==> src/rtl/uart_irq_pkg.sv <==
package uart_irq_pkg;

   localparam int unsigned STAT_W = 32;
   localparam int unsigned ADDR_W = 3;

   localparam int unsigned B_RX_FIFO = 4;
   localparam int unsigned B_TX_FIFO = 5;
   localparam int unsigned B_TIMEOUT = 6;
   localparam int unsigned B_EOT     = 11;

   localparam logic [STAT_W-1:0] IMPL_MASK = 32'h0003_1FFF;
   localparam logic [STAT_W-1:0] FIFO_BITS =
      (STAT_W'(1) << B_TX_FIFO) | (STAT_W'(1) << B_RX_FIFO);

   localparam logic [ADDR_W-1:0] A_RAW  = 3'd0;
   localparam logic [ADDR_W-1:0] A_MASK = 3'd1;
   localparam logic [ADDR_W-1:0] A_MIS  = 3'd2;
   localparam logic [ADDR_W-1:0] A_CLR  = 3'd3;
   localparam logic [ADDR_W-1:0] A_CTRL = 3'd4;

   typedef struct packed {
      logic [2:0] rx_sel;
      logic [2:0] tx_sel;
      logic       eot_mode;
      logic       fifo_en;
   } ctrl_t;

   localparam int unsigned CTRL_W = $bits(ctrl_t);

   function automatic int unsigned trig_level(logic [2:0] sel, int unsigned depth);
      case (sel)
         3'd0:    return depth / 8;
         3'd1:    return depth / 4;
         3'd2:    return depth / 2;
         3'd3:    return (depth * 3) / 4;
         3'd4:    return (depth * 7) / 8;
         default: return depth / 2;
      endcase
   endfunction

endpackage

==> src/rtl/uart_irq_xing.sv <==
module uart_irq_xing #(
   parameter int unsigned LVL_W  = 5,
   parameter bit          DRAIN  = 1'b0
) (
   input  logic             clk,
   input  logic             rst_n,
   input  logic [LVL_W-1:0] level_i,
   input  logic [LVL_W-1:0] thr_i,
   output logic             up_o,
   output logic             down_o,
   output logic             edge_o
);

   logic [LVL_W-1:0] prev_q;

   always_ff @(posedge clk or negedge rst_n) begin
      if (!rst_n) prev_q <= '0;
      else        prev_q <= level_i;
   end

   assign up_o   = (prev_q <  thr_i) && (level_i >= thr_i);
   assign down_o = (prev_q >= thr_i) && (level_i <  thr_i);

   generate
      if (DRAIN) begin : g_to_empty
         assign edge_o = (prev_q != '0) && (level_i == '0);
      end else begin : g_from_empty
         assign edge_o = (prev_q == '0) && (level_i != '0);
      end
   endgenerate

   // an upward crossing leaves the stored level at or above the old trigger
   a_r6_up_lands_above: assert property (@(posedge clk) disable iff (!rst_n)
      up_o |=> (prev_q >= $past(thr_i)));

endmodule

==> src/rtl/uart_irq_stat.sv <==
module uart_irq_stat #(
   parameter int unsigned         W    = 32,
   parameter logic [W-1:0]        IMPL = '1
) (
   input  logic         clk,
   input  logic         rst_n,
   input  logic [W-1:0] set_i,
   input  logic [W-1:0] clr_i,
   output logic [W-1:0] q_o
);

   logic unused_rsvd;
   assign unused_rsvd = ^{set_i & ~IMPL, clr_i & ~IMPL};

   generate
      for (genvar i = 0; i < W; i++) begin : g_bit
         if (IMPL[i]) begin : g_flag
            logic q;
            always_ff @(posedge clk or negedge rst_n) begin
               if (!rst_n)        q <= 1'b0;
               else if (set_i[i]) q <= 1'b1;
               else if (clr_i[i]) q <= 1'b0;
            end
            assign q_o[i] = q;

            // a set in the same cycle as a clear keeps the flag
            a_r5_set_wins: assert property (@(posedge clk) disable iff (!rst_n)
               set_i[i] |=> q_o[i]);
            // without a clear, a set flag holds
            a_r4_hold: assert property (@(posedge clk) disable iff (!rst_n)
               (q_o[i] && !clr_i[i]) |=> q_o[i]);
         end else begin : g_rsvd
            assign q_o[i] = 1'b0;
         end
      end
   endgenerate

endmodule

==> src/rtl/uart_irq_regs.sv <==
module uart_irq_regs
   import uart_irq_pkg::*;
#(
   parameter int unsigned DW = STAT_W
) (
   input  logic              clk,
   input  logic              rst_n,
   input  logic [ADDR_W-1:0] addr_i,
   input  logic              wr_i,
   input  logic [DW-1:0]     wdata_i,
   input  logic [DW-1:0]     raw_vis_i,
   output logic [DW-1:0]     rdata_o,
   output logic [DW-1:0]     mask_o,
   output logic [DW-1:0]     clr_o,
   output ctrl_t             ctrl_o,
   output logic              irq_o
);

   logic [DW-1:0]     mask_q;
   logic [CTRL_W-1:0] ctrl_q;
   logic [DW-1:0]     mis;

   always_ff @(posedge clk or negedge rst_n) begin
      if (!rst_n) begin
         mask_q <= '0;
         ctrl_q <= '0;
      end else if (wr_i) begin
         if (addr_i == A_MASK) mask_q <= wdata_i & IMPL_MASK;
         if (addr_i == A_CTRL) ctrl_q <= wdata_i[CTRL_W-1:0];
      end
   end

   assign clr_o  = (wr_i && addr_i == A_CLR) ? (wdata_i & IMPL_MASK) : '0;
   assign mask_o = mask_q;
   assign ctrl_o = ctrl_t'(ctrl_q);
   assign mis    = raw_vis_i & mask_q;
   assign irq_o  = |mis;

   always_comb begin
      case (addr_i)
         A_RAW:   rdata_o = raw_vis_i;
         A_MASK:  rdata_o = mask_q;
         A_MIS:   rdata_o = mis;
         A_CTRL:  rdata_o = DW'(ctrl_q);
         default: rdata_o = '0;
      endcase
   end

   // reserved positions of the status words read as zero
   a_r2_rsvd_zero: assert property (@(posedge clk) disable iff (!rst_n)
      (addr_i == A_RAW || addr_i == A_MIS) |-> ((rdata_o & ~IMPL_MASK) == '0));
   // no enabled source means no interrupt
   a_r3_no_mask_no_irq: assert property (@(posedge clk) disable iff (!rst_n)
      (mask_q == '0) |-> !irq_o);

endmodule

==> src/rtl/uart_irq_ctrl.sv <==
module uart_irq_ctrl
   import uart_irq_pkg::*;
#(
   parameter int unsigned FIFO_DEPTH = 16,
   parameter int unsigned LVL_W      = $clog2(FIFO_DEPTH + 1)
) (
   input  logic              clk,
   input  logic              rst_n,
   input  logic [STAT_W-1:0] evt_i,
   input  logic [LVL_W-1:0]  tx_level_i,
   input  logic [LVL_W-1:0]  rx_level_i,
   input  logic              tx_wr_i,
   input  logic              rx_rd_i,
   input  logic [ADDR_W-1:0] reg_addr_i,
   input  logic              reg_wr_i,
   input  logic [STAT_W-1:0] reg_wdata_i,
   output logic [STAT_W-1:0] reg_rdata_o,
   output logic              irq_o
);

   localparam logic [STAT_W-1:0] TO_BIT = STAT_W'(1) << B_TIMEOUT;

   generate
      if (FIFO_DEPTH < 8 || (FIFO_DEPTH % 8) != 0) begin : g_bad_depth
         $error("FIFO_DEPTH must be a nonzero multiple of 8");
      end
      if ((1 << LVL_W) <= FIFO_DEPTH) begin : g_bad_lvl
         $error("LVL_W too narrow for FIFO_DEPTH");
      end
   endgenerate

   ctrl_t             ctrl;
   logic [STAT_W-1:0] mask, sw_clr, raw_q, raw_vis, set_vec, clr_vec;
   logic [LVL_W-1:0]  tx_thr, rx_thr, tx_thr_p1;
   logic              tx_up, tx_down, tx_empty, rx_up, rx_down, rx_fill;
   logic              tx_set, tx_clr, rx_set, rx_clr;

   assign tx_thr    = LVL_W'(trig_level(ctrl.tx_sel, FIFO_DEPTH));
   assign rx_thr    = LVL_W'(trig_level(ctrl.rx_sel, FIFO_DEPTH));
   assign tx_thr_p1 = tx_thr + LVL_W'(1);

   uart_irq_xing #(.LVL_W(LVL_W), .DRAIN(1'b1)) u_tx_xing (
      .clk(clk), .rst_n(rst_n), .level_i(tx_level_i), .thr_i(tx_thr_p1),
      .up_o(tx_up), .down_o(tx_down), .edge_o(tx_empty));

   uart_irq_xing #(.LVL_W(LVL_W), .DRAIN(1'b0)) u_rx_xing (
      .clk(clk), .rst_n(rst_n), .level_i(rx_level_i), .thr_i(rx_thr),
      .up_o(rx_up), .down_o(rx_down), .edge_o(rx_fill));

   always_comb begin
      if (ctrl.eot_mode)     tx_set = evt_i[B_EOT];
      else if (ctrl.fifo_en) tx_set = tx_down;
      else                   tx_set = tx_empty;
      tx_clr = ctrl.fifo_en ? tx_up   : tx_wr_i;
      rx_set = ctrl.fifo_en ? rx_up   : rx_fill;
      rx_clr = ctrl.fifo_en ? rx_down : rx_rd_i;
   end

   always_comb begin
      set_vec = evt_i & IMPL_MASK & ~FIFO_BITS;
      set_vec[B_TX_FIFO] = tx_set;
      set_vec[B_RX_FIFO] = rx_set;
      clr_vec = sw_clr;
      clr_vec[B_TX_FIFO] = sw_clr[B_TX_FIFO] | tx_clr;
      clr_vec[B_RX_FIFO] = sw_clr[B_RX_FIFO] | rx_clr;
   end

   uart_irq_stat #(.W(STAT_W), .IMPL(IMPL_MASK)) u_stat (
      .clk(clk), .rst_n(rst_n), .set_i(set_vec), .clr_i(clr_vec), .q_o(raw_q));

   assign raw_vis = mask[B_TIMEOUT] ? raw_q : (raw_q & ~TO_BIT);

   uart_irq_regs #(.DW(STAT_W)) u_regs (
      .clk(clk), .rst_n(rst_n), .addr_i(reg_addr_i), .wr_i(reg_wr_i),
      .wdata_i(reg_wdata_i), .raw_vis_i(raw_vis), .rdata_o(reg_rdata_o),
      .mask_o(mask), .clr_o(sw_clr), .ctrl_o(ctrl), .irq_o(irq_o));

   // in end-of-transmission mode the transmit flag rises only after an EOT event
   a_r9_eot_source: assert property (@(posedge clk) disable iff (!rst_n)
      ($rose(raw_q[B_TX_FIFO]) && $past(ctrl.eot_mode)) |-> $past(evt_i[B_EOT]));
   // the receive flag never rises out of an empty receive side
   a_r8_rx_needs_data: assert property (@(posedge clk) disable iff (!rst_n)
      $rose(raw_q[B_RX_FIFO]) |-> ($past(rx_level_i) != '0));
   // a hidden timeout never shows on the raw read port
   a_r10_timeout_hidden: assert property (@(posedge clk) disable iff (!rst_n)
      (!mask[B_TIMEOUT] && reg_addr_i == A_RAW) |-> !reg_rdata_o[B_TIMEOUT]);

endmodule

==> config.mk <==
export PLATFORM = sky130hd
export DESIGN_NAME = uart_irq_ctrl
export DESIGN_NICKNAME = d
export VERILOG_FILES = /design/src/rtl/uart_irq_pkg.sv /design/src/rtl/uart_irq_xing.sv /design/src/rtl/uart_irq_stat.sv /design/src/rtl/uart_irq_regs.sv /design/src/rtl/uart_irq_ctrl.sv
export SDC_FILE = /design/constraint.sdc
export NUM_CORES = 1
export LEC_CHECK = 0
export BUFFER_PORTS_ARGS = -buffer_cell sky130_fd_sc_hd__buf_2
export CORE_MARGIN = 5
export CORE_UTILIZATION = 46
export CTS_CLUSTER_SIZE = 10
export DETAILED_ROUTE_END_ITERATION = 10
export PLACE_DENSITY = 0.83
export SYNTH_ARGS = -nofsm -noshare
export SYNTH_HDL_FRONTEND = slang
export SYNTH_SLANG_ARGS = --single-unit
==> constraint.sdc <==
create_clock -name clk -period 2.8 [get_ports clk]
set_input_delay 0 -clock clk [delete_from_list [all_inputs] [get_ports clk]]
set_output_delay 0 -clock clk [all_outputs]
set_load 0.02 [all_outputs]
**Yosys cells after proc, flatten, opt, wreduce, memory -nomap -nowiden**

Index checks and enable logic that the tools add are counted.

- Output and inout bits: 33
- Bits of input ports: 82
- Register bits after elaboration: 48

- Add/subtract/negate cells: 1
- Bitwise logic cells: 3
- Mux-type cells: 40
- Reduce and logical (&&, ||, !) cells: 32
- Order comparisons: 8
- Equality and inequality tests: 10

Operator list:

| cell | count |
|---|---|
| $pmux W18 S4 | 1 |
| $mux W1 | 35 |
| $pmux W4 S4 | 2 |
| $reduce_or A32 Y1 | 1 |
| $reduce_bool A2 Y1 | 15 |
| $and A18 B18 Y18 | 1 |
| $mux W18 | 1 |
| $eq A3 B2 Y1 const B | 4 |
| $ge A5 B4 Y1 | 2 |
| $ge A5 B5 Y1 | 2 |
| $logic_not A5 Y1 | 2 |
| $lt A5 B4 Y1 | 2 |
| $lt A5 B5 Y1 | 2 |
| $reduce_bool A5 Y1 | 2 |
| $eq A3 B1 Y1 const B | 3 |
| $eq A3 B3 Y1 const B | 3 |
| $logic_not A3 Y1 | 3 |
| $logic_and A1 B1 Y1 | 7 |
| $mux W7 | 1 |
| $add A5 B1 Y5 const B | 1 |
| $reduce_and A2 Y1 | 2 |
| $or A1 B1 Y1 | 2 |

**Longest topological paths before layout**

- Depth in word-level cells: 9
- Gate-level depth with buffers: 8
- Mapped depth without buffers: 8

**By module**

From an unflattened synthesis, not the netlist that was laid out.

- Cells, all modules: 372
- Area total of the unflattened synthesis: 3567.2 µm²

Modules (own cells, without submodules):

| module | instances | cells each | area an instance (µm²) |
|---|---|---|---|
| uart_irq_regs | 1 | 197 | 1874.3 |
| uart_irq_stat | 1 | 78 | 788.3 |
| uart_irq_xing | 2 | 40 | 394.1 |
| uart_irq_ctrl | 1 | 17 | 116.4 |

**Worst setup path after synthesis**

OpenSTA, ideal clock, no wires.

- Path type: flip-flop to flip-flop
- Start: register u_regs.ctrl_q[5], in the netlist u_regs.ctrl_o[5]
- End: register u_stat.g_bit[4].g_flag.q
- Arrival time: 1.841 ns
- Setup slack: 0.827 ns
- Cell stages (with the launch flop): 9
- Required time: 2.669 ns
- Path buffers: 0
- Setup time: 0.131 ns
- Path through: dfrtp_1 nor2_1 mux2i_1 ha_1 nor2b_1 o21a_1 nor3_1 a31oi_1 or3_1

- Cells in the longest elaborated chain, start to end: 7

RTL lines:

| element | RTL line | RTL |
|---|---|---|
| start: declaration | uart_irq_regs.sv:20 | `logic [CTRL_W-1:0] ctrl_q;` |
| start signal: assignment | uart_irq_regs.sv:29 | `if (addr_i == A_CTRL) ctrl_q <= wdata_i[CTRL_W-1:0];` |
| $eq A3 B3 Y1, or another cell as far along | uart_irq_pkg.sv:31 | `case (sel)` |
| $pmux W4 S4 * | uart_irq_pkg.sv:31 |  |
| $ge A5 B4 Y1 or $lt A5 B4 Y1 (tied branches) | uart_irq_xing.sv:22 | `assign down_o = (prev_q >= thr_i) && (level_i < thr_i);` |
| $logic_and A1 B1 Y1 | uart_irq_xing.sv:22 |  |
| $mux W1 | uart_irq_ctrl.sv:56 | `rx_clr = ctrl.fifo_en ? rx_down : rx_rd_i;` |
| $or A1 B1 Y1 | uart_irq_ctrl.sv:65 | `clr_vec[B_RX_FIFO] = sw_clr[B_RX_FIFO] \| rx_clr;` |
| $reduce_bool A2 Y1 (no source line) | - |  |
| end signal: assignment | uart_irq_stat.sv:20 | `if (!rst_n) q <= 1'b0;` |
| end signal: assignment | uart_irq_stat.sv:21 | `else if (set_i[i]) q <= 1'b1;` |
| end signal: assignment | uart_irq_stat.sv:22 | `else if (clr_i[i]) q <= 1'b0;` |
| end: declaration | uart_irq_stat.sv:18 | `logic q;` |

Every way passes the cells marked *; elsewhere a longest branch is shown, timed or not.
A chain may end at the register's enable or synchronous reset.

**Worst setup path after layout**

Ends and elaborated chain as after synthesis.

==> flow_summary_export.csv <==
group,metric,value,unit
logic_synthesis,synthSimpleGateAreaFrac,14.7,%
logic_synthesis,yosys_warnings,0,
logic_synthesis,synthTopCellsByArea,"dfrtp_1, mux2_2, ha_1, buf_4, o21ai_0",
logic_synthesis,ys_seq_elements,48,
die,die_h,85.9,um
sta,slew_violations,0,
power,p_comb_share,28.8,%
layout,seq_area,1200,um2
die,rows,27,
worst_setup_path,path_max_fanout,4,
worst_hold_path,holdCritPathClass,"primary input to register",
power,powerDensity,518,nW/um2
worst_setup_path,cpMaxStageDelayCell,"dfrtp_1",
logic_synthesis,synth_top_area_share,45.3,%
sta,post-route-period-util,80.6,%
routing,vias_per_cell,5.26,
layout,fin_nets,471,
logic_synthesis,synthTopCellsByCount,"dfrtp_1, nand2_1, o21ai_0, mux2_2",
power,seqPwrFrac,47.9,%
cts,root_buffer,"clkbuf_8",
sta,fin_worst_skew,0.00702,ns
routing,drtIter0Drc,220,
routing,wl,7030,um
layout,drive_above_1_share,25.7,%
cts,cts_setup_buffers,0,
sta,slew-limit-headroom,28.2,%
grt,grt_max_degree,49,
logic_synthesis,synth_mux_area_share,10.1,%
power,power.total,1.85,mW
routing,vias,2365,
worst_setup_path,cp.arrival,2.44,ns
grt,overflow,0,
logic_synthesis,synth-compound-area-share,16.6,%
logic_synthesis,yosysMostFrequentCell,"dfrtp_1",
cts,cts_max_level,2,
worst_setup_path,cp.required,2.98,ns
logic_synthesis,synth.avg_cell_area,10.0,um2
cts,clk_latency,0.30,ns
worst_setup_path,crit_path_end_kind,"register",
logic_synthesis,synthAdderAreaFrac,5.66,%
routing,drtPass1Iterations,4,
logic_synthesis,synthesis.area,2650,um2
grt,track_usage,20.0,%
power,p_leak,1.55,nW
worst_setup_path,crit_chain,"nor2_1, mux2i_1, ha_1, nor2b_1, o21a_1, nor3_1, a31oi_1, or3_1",
job,drv_cap,0,
sta,clock.fmax,443,MHz
sta,setup-tns-final,0,ns
logic_synthesis,synthArstFlopShare,100,%
grt,antenna_found_initial,0,
routing,ant_nets,0,
sta,rsz0062_at_grt,"no",
die,design.die.area,7380,um2
die,core,5540,um2
logic_synthesis,synth_ff_type,"dfrtp_1",
die,ioPinCount,115,
worst_setup_path,cpPeakStageDelay,0.43,ns
layout,n_fill_cell,452,
place,gp_congestion,0.886,
sta,hold_viol_final,0,
logic_synthesis,synth_top_cell_by_area,"dfrtp_1",
logic_synthesis,synth_xor_xnor_area_share,0,%
power,p_clk_share,23.2,%
grt,grt_pass1_vias,2441,
worst_setup_path,startpoint_type,"register",
layout,area_growth,34.4,%
cts,clkTransAtPathRegs,0.08,ns
routing,drc,0,
sta,min_period,2.26,ns
cts,clock-sinks,48,
cts,cts_resized,0,
logic_synthesis,synth-edff-count,0,
worst_setup_path,cp_num_buf_inv,0,
worst_setup_path,crit_family,"simple AND/OR/NAND/NOR gates",
sta,setup_viol,0,
cts,cts_tree,"done",
place,io_buffers,61,
worst_setup_path,path_class,"register to register",
power,swShare,32.4,%
logic_synthesis,synth-seq-area-share,45.3,%
cts,clockBufferDepth,2,
cts,ctsHoldBuffers,51,
sta,tightestPinTransition,1.08,ns
logic_synthesis,synthCells,265,
routing,wl_per_cell,15.6,um
grt,grt_pass1_wl,11700,um
logic_synthesis,ys_types,37,
logic_synthesis,synth_top_family_by_area,"compound AO/OA/AOI/OAI gates",
die,die_w,85.9,um
die,initial_core_util,47.9,%
place,hpwl,4920,um
outcome,run_status,"finished clean",
cts,cts_buffers,5,
power,irDropWorstVdd,0.316,mV
layout,multi_input_area,1310,um2
power,switching_power,599,uW
layout,diodes,0,
power,internal_power,1.25,mW
## power groups by stage
stage / clock network, mW / logic, mW / registers, mW
floorplan: 0 / 0.358 / 0.867
global placement: 0 / 0.459 / 0.889
detailed placement: 0 / 0.483 / 0.897
CTS: 0.440 / 0.531 / 0.883
global route: 0.470 / 0.603 / 0.899
finish: 0.429 / 0.533 / 0.885
## cells in the final DEF (no fill, tap or decap), types with 12 or more instances in the layout
| cell | synthesis | final |
|---|---|---|
| mux2_2 | 22 | 22 |
| conb_1 | 1 | 17 |
| dfrtp_1 | 48 | 48 |
| a21oi_1 | 16 | 16 |
| o21ai_0 | 24 | 24 |
| buf_2 | 3 | 61 |
| nor2_1 | 18 | 18 |
| nand2_1 | 29 | 29 |
| a21o_1 | 13 | 13 |
| dlygate4sd3_1 | 0 | 51 |
| ha_1 | 12 | 12 |
## logic make-up after synthesis
logic type | after synthesis
other | 1
buffers and inverters | 34
flip-flops | 48
adder cells (fa/ha/maj) | 12
AND/OR/NAND/NOR | 75
AO/OA/AOI/OAI | 71
multiplexers | 24
## per-layer routing
| metal | vias to the layer above | GRT usage [%] | wire (um) |
|---|---|---|---|
| met5 | - | 0 | 0 |
| met4 | 0 | 5.32 | 66 |
| met3 | 6 | 3.75 | 458 |
| met2 | 79 | 34.8 | 3600 |
| met1 | 1146 | 25.3 | 2900 |
| li1 | 1134 | - | - |
## path summary, 6_finish.rpt
path                       cells after the start              start  slack [ns]                        to
max                                            8   u_regs.ctrl_o[5]        0.54  u_stat.g_bit[4].g_flag.q
min                                            4            tx_wr_i        0.04  u_stat.g_bit[5].g_flag.q
max reg2reg                                    8   u_regs.ctrl_o[5]        0.54  u_stat.g_bit[4].g_flag.q
min reg2reg                                    1  u_regs.mask_o[17]        0.55         u_regs.mask_o[17]
max in group asynchronous                      2              rst_n        1.71          u_regs.mask_o[1]
min in group asynchronous                      2              rst_n        0.44       u_tx_xing.prev_q[4]
## metrics by stage
stage	cells	setup slack [ns]	area [um2]	hold WS, ns	utilization [%]
5_1_grt	450	0.417	3570	0.0623	64.4
6_report	450	0.544	3570	0.0425	64.4
3_5_place_dp	391	0.564	2960	0.136	53.5
2_1_floorplan	281	0.827	2710	-0.296	-
3_3_place_gp	391	0.642	2960	0.128	53.5
4_1_cts	450	0.548	3570	0.0292	64.4
## state kept, by name (all words and copies together) (netlist names)
register               flops
u_stat.g_bit.g_flag.q     15
u_rx_xing.prev_q           5
u_tx_xing.prev_q           5
u_regs.mask_o             15
u_regs.ctrl_o              8
## worst reg2reg max path, delay by kind of cell (launching register included)
kind                     cells  cell delay (ns)
AND/OR/NAND/NOR              4             0.97
AO/OA/AOI/OAI                2             0.27
multiplexers                 1             0.16
adder cells (fa/ha/maj)      1             0.31
flip-flops                   1             0.43
## final cells by class
class,instances,area share (%)
clock buffers,7,2.42
clock inverters,1,0.211
inverters,8,0.842
multi-input cells,199,36.8
flip-flops and latches,48,33.7
well taps,72,2.53
repair buffers,115,23.5
Power figures use the tool's default switching activity.
